==> config.mk <==
export PLATFORM = sky130hd
export DESIGN_NAME = av_bit_merger
export DESIGN_NICKNAME = d
export VERILOG_FILES = /design/src/rtl/av_merge_pkg.sv /design/src/rtl/av_grp_sel.sv /design/src/rtl/av_chunk_cnt.sv /design/src/rtl/av_pad_gen.sv /design/src/rtl/av_bit_merger.sv
export SDC_FILE = /design/constraint.sdc
export NUM_CORES = 1
export LEC_CHECK = 0
export ABC_CLOCK_PERIOD_IN_PS = 5400
export BUFFER_PORTS_ARGS = -buffer_cell sky130_fd_sc_hd__buf_2
export CAP_MARGIN = 20
export CORE_UTILIZATION = 35
export CTS_BUF_LIST = sky130_fd_sc_hd__clkbuf_4 sky130_fd_sc_hd__clkbuf_8 sky130_fd_sc_hd__clkbuf_16
export CTS_CLUSTER_DIAMETER = 120
export DETAILED_ROUTE_END_ITERATION = 16
export GPL_ROUTABILITY_DRIVEN = 0
export PLACE_DENSITY = 0.61
export SLEW_MARGIN = 5
export SYNTH_ARGS = -nofsm -noshare
export SYNTH_HDL_FRONTEND = slang
export SYNTH_SLANG_ARGS = --single-unit
==> constraint.sdc <==
create_clock -name clk_i -period 5.4 [get_ports clk_i]
set_clock_uncertainty 0.15 [all_clocks]
set_input_delay 0.27 -clock clk_i [delete_from_list [all_inputs] [get_ports clk_i]]
set_output_delay 0.27 -clock clk_i [all_outputs]
set_load 0.005 [all_outputs]
==> src/rtl/av_merge_pkg.sv <==
package av_merge_pkg;
  localparam int VID_PER_GRP = 8;
  localparam int AUD_PER_GRP = 4;

  typedef enum logic {
    PH_MERGE = 1'b0,
    PH_PAD   = 1'b1
  } phase_e;
endpackage

==> src/rtl/av_grp_sel.sv <==
module av_grp_sel #(
  parameter int VID_N = 8,
  parameter int AUD_N = 4
) (
  input  logic clk_i,
  input  logic rst_ni,
  input  logic adv_i,
  output logic sel_aud_o,
  output logic grp_end_o
);
  localparam int GRP = VID_N + AUD_N;
  localparam int CW  = $clog2(GRP);

  logic [CW-1:0] cnt_q;

  assign sel_aud_o = cnt_q >= CW'(VID_N);
  assign grp_end_o = cnt_q == CW'(GRP - 1);

  always_ff @(posedge clk_i or negedge rst_ni) begin
    if (!rst_ni)        cnt_q <= '0;
    else if (adv_i)     cnt_q <= grp_end_o ? '0 : cnt_q + 1'b1;
  end
endmodule

==> src/rtl/av_chunk_cnt.sv <==
module av_chunk_cnt #(
  parameter int LEN_W = 8
) (
  input  logic             clk_i,
  input  logic             rst_ni,
  input  logic             adv_i,
  input  logic [LEN_W-1:0] col_len_i,
  output logic [LEN_W-1:0] pos_o,
  output logic             chunk_end_o
);
  logic [LEN_W-1:0] pos_q;

  assign pos_o       = pos_q;
  assign chunk_end_o = pos_q == col_len_i - 1'b1;

  always_ff @(posedge clk_i or negedge rst_ni) begin
    if (!rst_ni)    pos_q <= '0;
    else if (adv_i) pos_q <= chunk_end_o ? '0 : pos_q + 1'b1;
  end
endmodule

==> src/rtl/av_pad_gen.sv <==
module av_pad_gen #(
  parameter int LEN_W = 8
) (
  input  logic             clk_i,
  input  logic             rst_ni,
  input  logic             start_i,
  input  logic [LEN_W-1:0] rem_i,
  input  logic             adv_i,
  output logic             bit_o
);
  logic [LEN_W-1:0] q_q, p_q;
  logic [LEN_W:0]   q1, q2, q3, pe;

  // part edges at q, 2q, 3q; last part absorbs the remainder
  always_comb begin
    q1    = {1'b0, q_q};
    q2    = q1 << 1;
    q3    = q2 + q1;
    pe    = {1'b0, p_q};
    bit_o = (pe < q1) | ((pe >= q2) & (pe < q3));
  end

  always_ff @(posedge clk_i or negedge rst_ni) begin
    if (!rst_ni) begin
      q_q <= '0;
      p_q <= '0;
    end else if (start_i) begin
      q_q <= rem_i >> 2;
      p_q <= '0;
    end else if (adv_i) begin
      p_q <= p_q + 1'b1;
    end
  end
endmodule

==> src/rtl/av_bit_merger.sv <==
module av_bit_merger
  import av_merge_pkg::*;
#(
  parameter int VID_N = VID_PER_GRP,
  parameter int AUD_N = AUD_PER_GRP,
  parameter int LEN_W = 8
) (
  input  logic             clk_i,
  input  logic             rst_ni,
  input  logic             vid_valid_i,
  input  logic             vid_bit_i,
  input  logic             vid_last_i,
  output logic             vid_ready_o,
  input  logic             aud_valid_i,
  input  logic             aud_bit_i,
  output logic             aud_ready_o,
  input  logic [LEN_W-1:0] col_len_i,
  output logic             out_valid_o,
  output logic             out_bit_o,
  output logic             out_last_o,
  input  logic             out_ready_i
);
  phase_e           phase_q;
  logic             end_seen_q;
  logic             sel_aud, grp_end, chunk_end, pad_bit;
  logic             in_merge, fire, frame_end, pad_start;
  logic [LEN_W-1:0] pos, pad_rem;

  assign in_merge = phase_q == PH_MERGE;

  always_comb begin
    if (in_merge) begin
      out_valid_o = sel_aud ? aud_valid_i : vid_valid_i;
      out_bit_o   = sel_aud ? aud_bit_i : vid_bit_i;
    end else begin
      out_valid_o = 1'b1;
      out_bit_o   = pad_bit;
    end
    vid_ready_o = in_merge & ~sel_aud & out_ready_i;
    aud_ready_o = in_merge & sel_aud & out_ready_i;
    fire        = out_valid_o & out_ready_i;
    frame_end   = in_merge & fire & grp_end & end_seen_q;
    pad_start   = frame_end & ~chunk_end;
    pad_rem     = col_len_i - 1'b1 - pos;
    out_last_o  = out_valid_o & chunk_end &
                  (in_merge ? (grp_end & end_seen_q) : 1'b1);
  end

  always_ff @(posedge clk_i or negedge rst_ni) begin
    if (!rst_ni) begin
      phase_q    <= PH_MERGE;
      end_seen_q <= 1'b0;
    end else begin
      if (in_merge && pad_start)               phase_q <= PH_PAD;
      else if (!in_merge && fire && chunk_end) phase_q <= PH_MERGE;
      if (frame_end)                           end_seen_q <= 1'b0;
      else if (vid_valid_i && vid_ready_o && vid_last_i) end_seen_q <= 1'b1;
    end
  end

  av_grp_sel #(.VID_N(VID_N), .AUD_N(AUD_N)) grp_i (
    .clk_i     (clk_i),
    .rst_ni    (rst_ni),
    .adv_i     (in_merge & fire),
    .sel_aud_o (sel_aud),
    .grp_end_o (grp_end)
  );

  av_chunk_cnt #(.LEN_W(LEN_W)) chunk_i (
    .clk_i       (clk_i),
    .rst_ni      (rst_ni),
    .adv_i       (fire),
    .col_len_i   (col_len_i),
    .pos_o       (pos),
    .chunk_end_o (chunk_end)
  );

  av_pad_gen #(.LEN_W(LEN_W)) pad_i (
    .clk_i   (clk_i),
    .rst_ni  (rst_ni),
    .start_i (pad_start),
    .rem_i   (pad_rem),
    .adv_i   (~in_merge & fire),
    .bit_o   (pad_bit)
  );
endmodule

==> results.json, run 1 <==
{
  "endpoint_kind": "primary output",
  "status": "finished clean",
  "vias": 1917,
  "drive_above_1_share_pct": 10.8,
  "areaGrowthSynthToFinish_pct": 9.07,
  "post-dp-hpwl_um": 3900,
  "h-tree-depth": 1,
  "synth_fp_nets": 324,
  "fin_tns_setup_ns": 0,
  "required_ns": 4.98,
  "switching_power_mw": 0.352,
  "n_fill_cell": 660,
  "dr.pass1.iters": 4,
  "root_buffer": "clkbuf_8",
  "max-vdd-ir-drop_v": 0.000213,
  "hp-start": "vid_last_i",
  "crit_slowest_cell": "dfrtp_1",
  "place_ws_ns": 2.07,
  "grt_overflow": 0,
  "die_area_sq_mm": 0.00716,
  "rows": 29,
  "period_needed_ns": 3.65,
  "relSlewSlack_pct": 41.9,
  "arrival_ns": 3.23,
  "setup_viol": 0,
  "slew_viol_final": 0,
  "die_width_um": 84.6,
  "grt_pass1_vias": 1862,
  "worstSkewPairLatency_ns": 0.28,
  "min_path_cells": 3,
  "yosysWarnings": 0,
  "diodes": 0,
  "fmaxAchievable_ghz": 0.274,
  "syn-cell-area_sq_mm": 0.00239,
  "holdCritPathClass": "input pin to flop",
  "coreArea_sq_mm": 0.00646,
  "period_share_pct": 67.6,
  "crit_path_start": "pad_i.q_q[0]",
  "drtAntennaViolNets": 0,
  "r2r-start": "chunk_i.pos_o[4]",
  "clk_pin_slew_ns": 0.09,
  "synthArstFlopShare_pct": 100,
  "synth.distinct_cells": 50,
  "synthFlopType": "dfrtp_1",
  "synth_cells": 271,
  "worstSetupPathType": "flop to primary output",
  "grt_max_degree": 29,
  "ioPinCount": 21,
  "crit_chain": "ha_1 > fa_1 > a21o_1 > a21o_1 > a21oi_1 > ha_1 > and4_1 > a22oi_1 > nand4b_1 > a311o_1 > o211ai_1 > buf_2",
  "leakage_nw": 1.25,
  "worst_pin_slew_ns": 0.868,
  "cp-start-kind": "flop",
  "die_h_um": 84.6,
  "drc": 0,
  "wl_per_cell_um": 13.6,
  "final_nets": 343,
  "wl_um": 4980,
  "internal-power_mw": 0.491,
  "initial_utilization_pct": 37.0,
  "clockBufferDepth": 2,
  "seq_area_sq_um": 701,
  "cpPeakStageDelay_ns": 0.44,
  "post_cts_resized": 0,
  "port_buffers": 20,
  "hold_viol": 0,
  "multi_input_area_sq_mm": 0.00156,
  "drtIter0Drc": 76,
  "seqPwrFrac_pct": 42.1,
  "synth.avg_cell_area_sq_um": 8.81,
  "viasPerCell": 5.25,
  "track_usage_pct": 15.1,
  "synth-seq-cells": 28,
  "clkPwrFrac_pct": 13.6,
  "ys_seq_area_share_pct": 29.4,
  "cts_buffers": 3,
  "rsz0062_at_grt": "no",
  "p_sw_share_pct": 41.7,
  "cap_violations": 0,
  "setup_ws_ns": 1.75,
  "grt_pass1_wl_um": 8650,
  "numClockSinks": 28,
  "powerDensity_mw_per_mm2": 324,
  "reg2reg_depth": 8,
  "antenna_found_initial": 0,
  "critPathMaxFanout": 4,
  "power_frac_comb_pct": 44.3,
  "synth_edf_count": 0,
  "cts_tree": "done"
}
final timing paths:
kind	endpoint	slack, ns
max in group asynchronous	pad_i.p_q[4]	4.28
min in group asynchronous	chunk_i.pos_o[7]	0.39
worst min register to register	chunk_i.pos_o[7]	0.36
worst max-delay path	out_bit_o	1.75
worst max register to register	pad_i.p_q[7]	2.77
worst min-delay path	end_seen_q	0.14
layout by cell type (no fill, tap or decap), types with 3 or more instances in the layout:
master	Yosys	layout
ha_1	36	36
dfrtp_1	28	28
inv_1	26	26
o21ai_0	23	23
buf_2	1	20
nand2_1	18	18
nor2_1	17	17
xor2_1	12	12
a21oi_1	12	12
nand3_1	10	10
a21o_1	10	10
nor2b_1	9	9
xnor2_1	7	7
nor3_1	4	4
nand2b_1	4	4
o21a_1	3	3
mux2i_1	3	3
o31ai_1	3	3
clkbuf_8	0	3
cell usage after synthesis, drive strengths merged, types with 2 or more instances:
master / n / area, sq um
a21o: 10 / 75.1
a21oi: 13 / 68.8
a22o: 2 / 17.5
a22oi: 2 / 15.0
a31oi: 2 / 12.5
and2: 2 / 12.5
and3: 2 / 12.5
buf: 2 / 12.5
clkbuf: 5 / 18.8
dfrtp: 28 / 701
ha: 36 / 450
inv: 26 / 97.6
mux2: 2 / 22.5
mux2i: 3 / 30.0
nand2: 18 / 67.6
nand2b: 4 / 25.0
nand3: 10 / 50.1
nand4: 2 / 12.5
nor2: 17 / 63.8
nor2b: 9 / 56.3
nor3: 4 / 20.0
o211ai: 2 / 15.0
o21a: 3 / 22.5
o21ai: 24 / 120
o21bai: 2 / 15.0
o31ai: 3 / 22.5
o41ai: 2 / 25.0
or2: 2 / 12.5
xnor2: 7 / 61.3
xor2: 12 / 105
through the flow:
| step | hold WS (ns) | power, mW | instances | utilization [%] | instance area, sq um |
|---|---|---|---|---|---|
| after floorplan | -0.176 | 0.622 | 271 | - | 2390 |
| after global placement | 0.174 | 0.721 | 361 | 39.5 | 2550 |
| after detailed placement | 0.187 | 0.730 | 361 | 39.5 | 2550 |
| after global routing | 0.156 | 0.937 | 365 | 40.3 | 2600 |
| final | 0.144 | 0.843 | 365 | 40.3 | 2600 |
| after CTS | 0.129 | 0.855 | 365 | 40.3 | 2600 |
power by group through the flow:
stage / combinational (mW) / sequential (mW) / clock (mW)
after floorplan: 0.297 / 0.325 / 0
after global placement: 0.364 / 0.357 / 0
after detailed placement: 0.372 / 0.358 / 0
after CTS: 0.377 / 0.355 / 0.123
after global routing: 0.440 / 0.367 / 0.130
final: 0.374 / 0.355 / 0.115
area by class of cell:
type	count	area share, %
Clock buffer	3	1.59
Inverter	26	3.75
Multi-Input combinational cell	210	59.8
Sequential cell	28	26.9
Tap cell	77	3.70
Timing Repair Buffer	21	4.23
registers in the layout, summed over array words and instances (netlist names):
register and flops:
pad_i.q_q 6, phase_q 1, grp_i.cnt_q 4, chunk_i.pos_o 8, pad_i.p_q 8, end_seen_q 1
layer usage:
layer  up-vias  part of all wire, %  global-route usage, %
met3         5                  3.3                   1.18
met1       894                   50                   20.6
met5         -                    0                      0
li1        994                    -                      -
met4         0                  1.2                   4.62
met2        24                   46                   25.4
cell families (layout without fill, tap and decap cells):
| family | count (synthesis) | count (layout) | synth area share, % |
|---|---|---|---|
| buf+inv | 33 | 50 | 5.40 |
| flops | 28 | 28 | 29.4 |
| simple gates | 77 | 77 | 16.6 |
| mux | 5 | 5 | 2.20 |
| fa+ha+maj | 37 | 37 | 19.7 |
| compound gates | 72 | 72 | 19.8 |
| xor+xnor | 19 | 19 | 6.97 |
timing repair:
item / 4_1_cts / 5_1_grt
endpoints found under the setup margin: 0 / 0
setup buffers: 0 / 0
hold endpoints to repair: 28 / 0
hold buffers: 1 / 0
worst max-delay path: cells and delay by family (launching register included):
| kind | cells | cell delay [ns] |
|---|---|---|
| adder cells (fa/ha/maj) | 3 | 0.92 |
| flip-flops | 1 | 0.44 |
| AO/OA/AOI/OAI | 6 | 1.13 |
| buffers and inverters | 1 | 0.15 |
| AND/OR/NAND/NOR | 2 | 0.33 |
Note: power is estimated with default switching activity, not from simulation.
==> inputs of run 2 (changes only) <==
- ABC_CLOCK_PERIOD_IN_PS: 5400 -> 3230
- PLACE_DENSITY: 0.61 -> 0.62
- clock period: 5.4 -> 3.23 ns (I/O delays scaled with it)
==> results.json, run 2 (synthesis results as in run 1) <==
{
  "coreArea_sq_mm": 0.00646,
  "cap_violations": 0,
  "final_nets": 347,
  "period_share_pct": 105,
  "fin_tns_setup_ns": -0.156,
  "grt_overflow": 0,
  "wl_um": 4920,
  "layout_commonest_cell": "ha_1",
  "relSlewSlack_pct": 57.5,
  "port_buffers": 20,
  "total_power_mw": 1.45,
  "holdCritPathClass": "input pin to flop",
  "crit_chain": "ha_2 > fa_2 > a21o_1 > a21o_1 > xor2_1 > ha_1 > and4_1 > a22oi_1 > nand4b_1 > a311o_1 > o211ai_1 > buf_2",
  "n_fill_cell": 665,
  "viasPerCell": 5.25,
  "areaGrowthSynthToFinish_pct": 11.4,
  "whs_ns": 0.0237,
  "initial_utilization_pct": 37.0,
  "cp-start-kind": "flop",
  "crit_slowest_cell": "dfrtp_1",
  "root_buffer": "clkbuf_8",
  "max-vdd-ir-drop_v": 0.000301,
  "drc": 0,
  "required_ns": 2.92,
  "clk_pin_slew_ns": 0.10,
  "h-tree-depth": 1,
  "antenna_found_initial": 0,
  "worstSetupPathType": "flop to primary output",
  "rsz0062_at_grt": "yes",
  "setup_ws_ns": -0.156,
  "arrival_ns": 3.07,
  "drtAntennaViolNets": 0,
  "violations": "negative setup slack",
  "die_h_um": 84.6,
  "endpoint_kind": "primary output",
  "powerDensity_mw_per_mm2": 545,
  "ioPinCount": 21,
  "status": "complete, but fails checks",
  "grt_pass1_wl_um": 8780,
  "worst_pin_slew_ns": 0.638,
  "leakage_nw": 1.28,
  "rows": 29,
  "place_area_sq_mm": 0.00257,
  "numClockSinks": 28,
  "grt_max_degree": 29,
  "track_usage_pct": 14.9,
  "vias": 1943,
  "cts_tree": "done",
  "drive_above_1_share_pct": 13.7,
  "r2r_setup_slack_ns": 0.94,
  "drtIter0Drc": 37,
  "dr.pass1.iters": 4,
  "setup_viol": 1,
  "final_cell_mix": "35 x ha_1, 28 x dfrtp_1, 26 x inv_1",
  "fin_area_sq_mm": 0.00266,
  "diodes": 0,
  "place_ws_ns": 0.0362,
  "die_width_um": 84.6,
  "die_area_sq_mm": 0.00716,
  "worstSkewPairLatency_ns": 0.28,
  "critPathMaxFanout": 4,
  "period_needed_ns": 3.39,
  "clockBufferDepth": 2,
  "cpPeakStageDelay_ns": 0.42,
  "slew_viol_final": 0,
  "wl_per_cell_um": 13.3,
  "hold_viol": 0,
  "worst_path_most_repeated_cell": "a21o_1",
  "cts_buffers": 3,
  "post-dp-hpwl_um": 3840,
  "grt_pass1_vias": 1953,
  "fmaxAchievable_ghz": 0.295
}
-- run 2: metal layers --
| metal | part of all wire [%] | global-route usage, % | up-vias |
|---|---|---|---|
| met5 | 0 | 0 | - |
| met4 | 0.39 | 3.54 | 0 |
| met3 | 1.4 | 1.28 | 2 |
| met2 | 46 | 24.8 | 16 |
| met1 | 52 | 21.1 | 923 |
| li1 | - | - | 1002 |
-- run 2: critical path, delay by kind of cell (launching register included) --
kind	cells	cell delay [ns]
xor gates and xnor gates	1	0.15
AOI/OAI and AO/OA	5	0.93
adders and majority gates	3	0.85
DFF	1	0.42
and+or+nand+nor	2	0.29
buffers and inverters	1	0.14
-- run 2: timing repair --
item	in CTS	in global routing
endpoints found under the hold margin	28	0
resized for setup	4	1
setup endpoints to repair	1	1
hold buffers	1	0
setup buffers	1	0
-- run 2: power breakdown --
group	switching (mW)	internal, mW	total (mW)
Clock	0.117	0.109	0.226
Combinational	0.338	0.296	0.634
Sequential	0.146	0.443	0.588
-- run 2: layout make-up --
class,count,area (sq um),area share [%]
Clock buffer,4,55.1,2.07
Inverter,26,97.6,3.67
Multi-Input combinational cell,210,1570,59.0
Sequential cell,28,701,26.3
Tap cell,77,96.3,3.62
Timing Repair Buffer,25,140,5.27
-- run 2: metrics by stage --
step | util (%) | cells
after floorplan | - | 271
after global placement | 39.9 | 364
after detailed placement | 39.9 | 364
after CTS | 41.2 | 370
after global routing | 41.2 | 370
final | 41.2 | 370
-- run 2: path summary, 6_finish.rpt --
kind,startpoint,endpoint,cells past startpoint
worst min register to register,chunk_i.pos_o[7],chunk_i.pos_o[7],1
worst max-delay path,pad_i.q_q[1],out_bit_o,12
worst min-delay path,vid_last_i,end_seen_q,3
worst max register to register,chunk_i.pos_o[3],chunk_i.pos_o[5],9
max in group asynchronous,rst_ni,pad_i.p_q[7],2
min in group asynchronous,rst_ni,end_seen_q,2
==> inputs of run 3 (changes only) <==
- CORE_ASPECT_RATIO: unset -> 0.7
- CORE_MARGIN: unset -> 2
==> results.json, run 3 (synthesis results as in run 1) <==
{
  "vias": 1932,
  "slew_viol_final": 0,
  "worstSetupPathType": "flop to primary output",
  "rsz0062_at_grt": "yes",
  "setup_viol": 1,
  "period_needed_ns": 3.33,
  "fin_tns_setup_ns": -0.0993,
  "layout_commonest_cell": "ha_1",
  "grt_max_degree": 29,
  "reg2reg_depth": 9,
  "final_nets": 350,
  "worst_pin_slew_ns": 0.669,
  "drc": 0,
  "dr.pass1.iters": 4,
  "violations": "negative setup slack",
  "endpoint_kind": "primary output",
  "cts_tree": "done",
  "dp_cells": 380,
  "rows": 25,
  "wl_um": 5280,
  "cts_buffers": 3,
  "hp-start": "vid_last_i",
  "drive_above_1_share_pct": 15.5,
  "status": "complete, but fails checks",
  "r2r-end": "chunk_i.pos_o[5]",
  "cp-start-kind": "flop",
  "die_h_um": 73.1,
  "track_usage_pct": 14.8,
  "die_width_um": 103,
  "diodes": 0,
  "period_share_pct": 103,
  "viasPerCell": 4.95,
  "r2r-start": "chunk_i.pos_o[3]",
  "areaGrowthSynthToFinish_pct": 14.2,
  "relSlewSlack_pct": 55.4,
  "crit_path_start": "pad_i.q_q[1]",
  "r2r_setup_slack_ns": 0.79,
  "coreArea_sq_mm": 0.00666,
  "numClockSinks": 28,
  "max-vdd-ir-drop_v": 0.000207,
  "holdCritPathClass": "input pin to flop",
  "grt_pass1_wl_um": 8670,
  "post-dp-hpwl_um": 4130,
  "powerDensity_mw_per_mm2": 534,
  "required_ns": 2.92,
  "leakage_nw": 1.29,
  "stdcell_count": 390,
  "wl_per_cell_um": 13.5,
  "final_util_pct": 40.9,
  "worstSkewPairLatency_ns": 0.28,
  "ioPinCount": 21,
  "initial_utilization_pct": 35.8,
  "fmaxAchievable_ghz": 0.300,
  "drtIter0Drc": 85,
  "h-tree-depth": 1,
  "grt_overflow": 0,
  "final_cell_mix": "35 x ha_1, 28 x dfrtp_1, 26 x inv_1",
  "cap_violations": 0,
  "antenna_found_initial": 0,
  "hold_viol": 0,
  "arrival_ns": 3.02,
  "port_buffers": 20,
  "critPathMaxFanout": 4,
  "clk_pin_slew_ns": 0.10,
  "die_area_sq_mm": 0.00751,
  "drtAntennaViolNets": 0,
  "setup_ws_ns": -0.0993,
  "grt_pass1_vias": 1807,
  "root_buffer": "clkbuf_8",
  "cp-endpoint": "out_bit_o",
  "clockBufferDepth": 2
}
[run 3: cell count changes in the layout (fill, tap and decap cells not counted)]
cell,before,now
a22oi_1,2,1
a21oi_1,10,9
and4_1,1,0
buf_4,4,7
a22oi_2,0,1
and4_4,0,1
ha_4,0,1
ha_2,1,0
a21oi_2,3,4
[run 3: critical path, stage by stage (launching register included)]
cell and delay, ns:
dfrtp_1 0.44, ha_4 0.19, fa_2 0.35, a21o_1 0.16, a21o_1 0.18, xor2_1 0.14
ha_1 0.31, and4_4 0.17, a22oi_2 0.17, nand4b_1 0.12, a311o_1 0.28, o211ai_1 0.09
buf_2 0.14
[run 3: layer usage]
metal	routed length, um	part of all wire [%]	vias to the layer above	GRT usage, %
met5	0	0	-	0
met4	21	0.40	0	2.37
met3	258	4.9	2	2.87
met2	2190	42	42	21.9
met1	2800	53	882	22.6
li1	-	-	1006	-
[run 3: area by class of cell]
type	instances	area, sq um
Fill cell	684	3940
Multi-Input combinational cell	210	1590
Sequential cell	28	701
Timing Repair Buffer	28	163
Tap cell	94	118
Inverter	26	97.6
Clock buffer	4	55.1
[run 3: per-stage QoR]
stage / power, mW / setup WS (ns) / instance area (sq um) / hold WS (ns)
6_report: 1.46 / -0.0993 / 2730 / 0.00647
5_1_grt: 1.59 / -0.186 / 2730 / 0.00374
4_1_cts: 1.46 / -0.0736 / 2710 / 0.00302
3_5_place_dp: 1.22 / 0.0535 / 2590 / 0.0810
3_3_place_gp: 1.20 / 0.180 / 2590 / 0.0708
2_1_floorplan: 1.04 / 0.354 / 2390 / -0.284
[run 3: power breakdown]
part	total, mW	switching (mW)	internal, mW	leakage [nW]
combinational	0.639	0.337	0.302	0.940
sequential	0.590	0.147	0.443	0.325
clock	0.228	0.118	0.109	0.0288
[run 3: repair_timing]
| action | in CTS | in global routing |
|---|---|---|
| buffers inserted | 5 | 0 |
| hold endpoints to repair | 28 | 0 |
| hold buffers | 1 | 0 |
| pin swaps | 8 | 4 |
| resized for setup | 5 | 4 |
| endpoints found under the setup margin | 1 | 1 |
[run 3: worst min-delay path by stage]
stage / endpoint / slack, ns / cells after the start
3_3_place_gp: grp_i.cnt_q[2] / 0.07 / 1
2_1_floorplan: chunk_i.pos_o[0] / -0.28 / 0
6_report: end_seen_q / 0.006 / 3
3_5_place_dp: grp_i.cnt_q[3] / 0.08 / 1
4_1_cts: end_seen_q / 0.003 / 3
5_1_grt: end_seen_q / 0.004 / 3
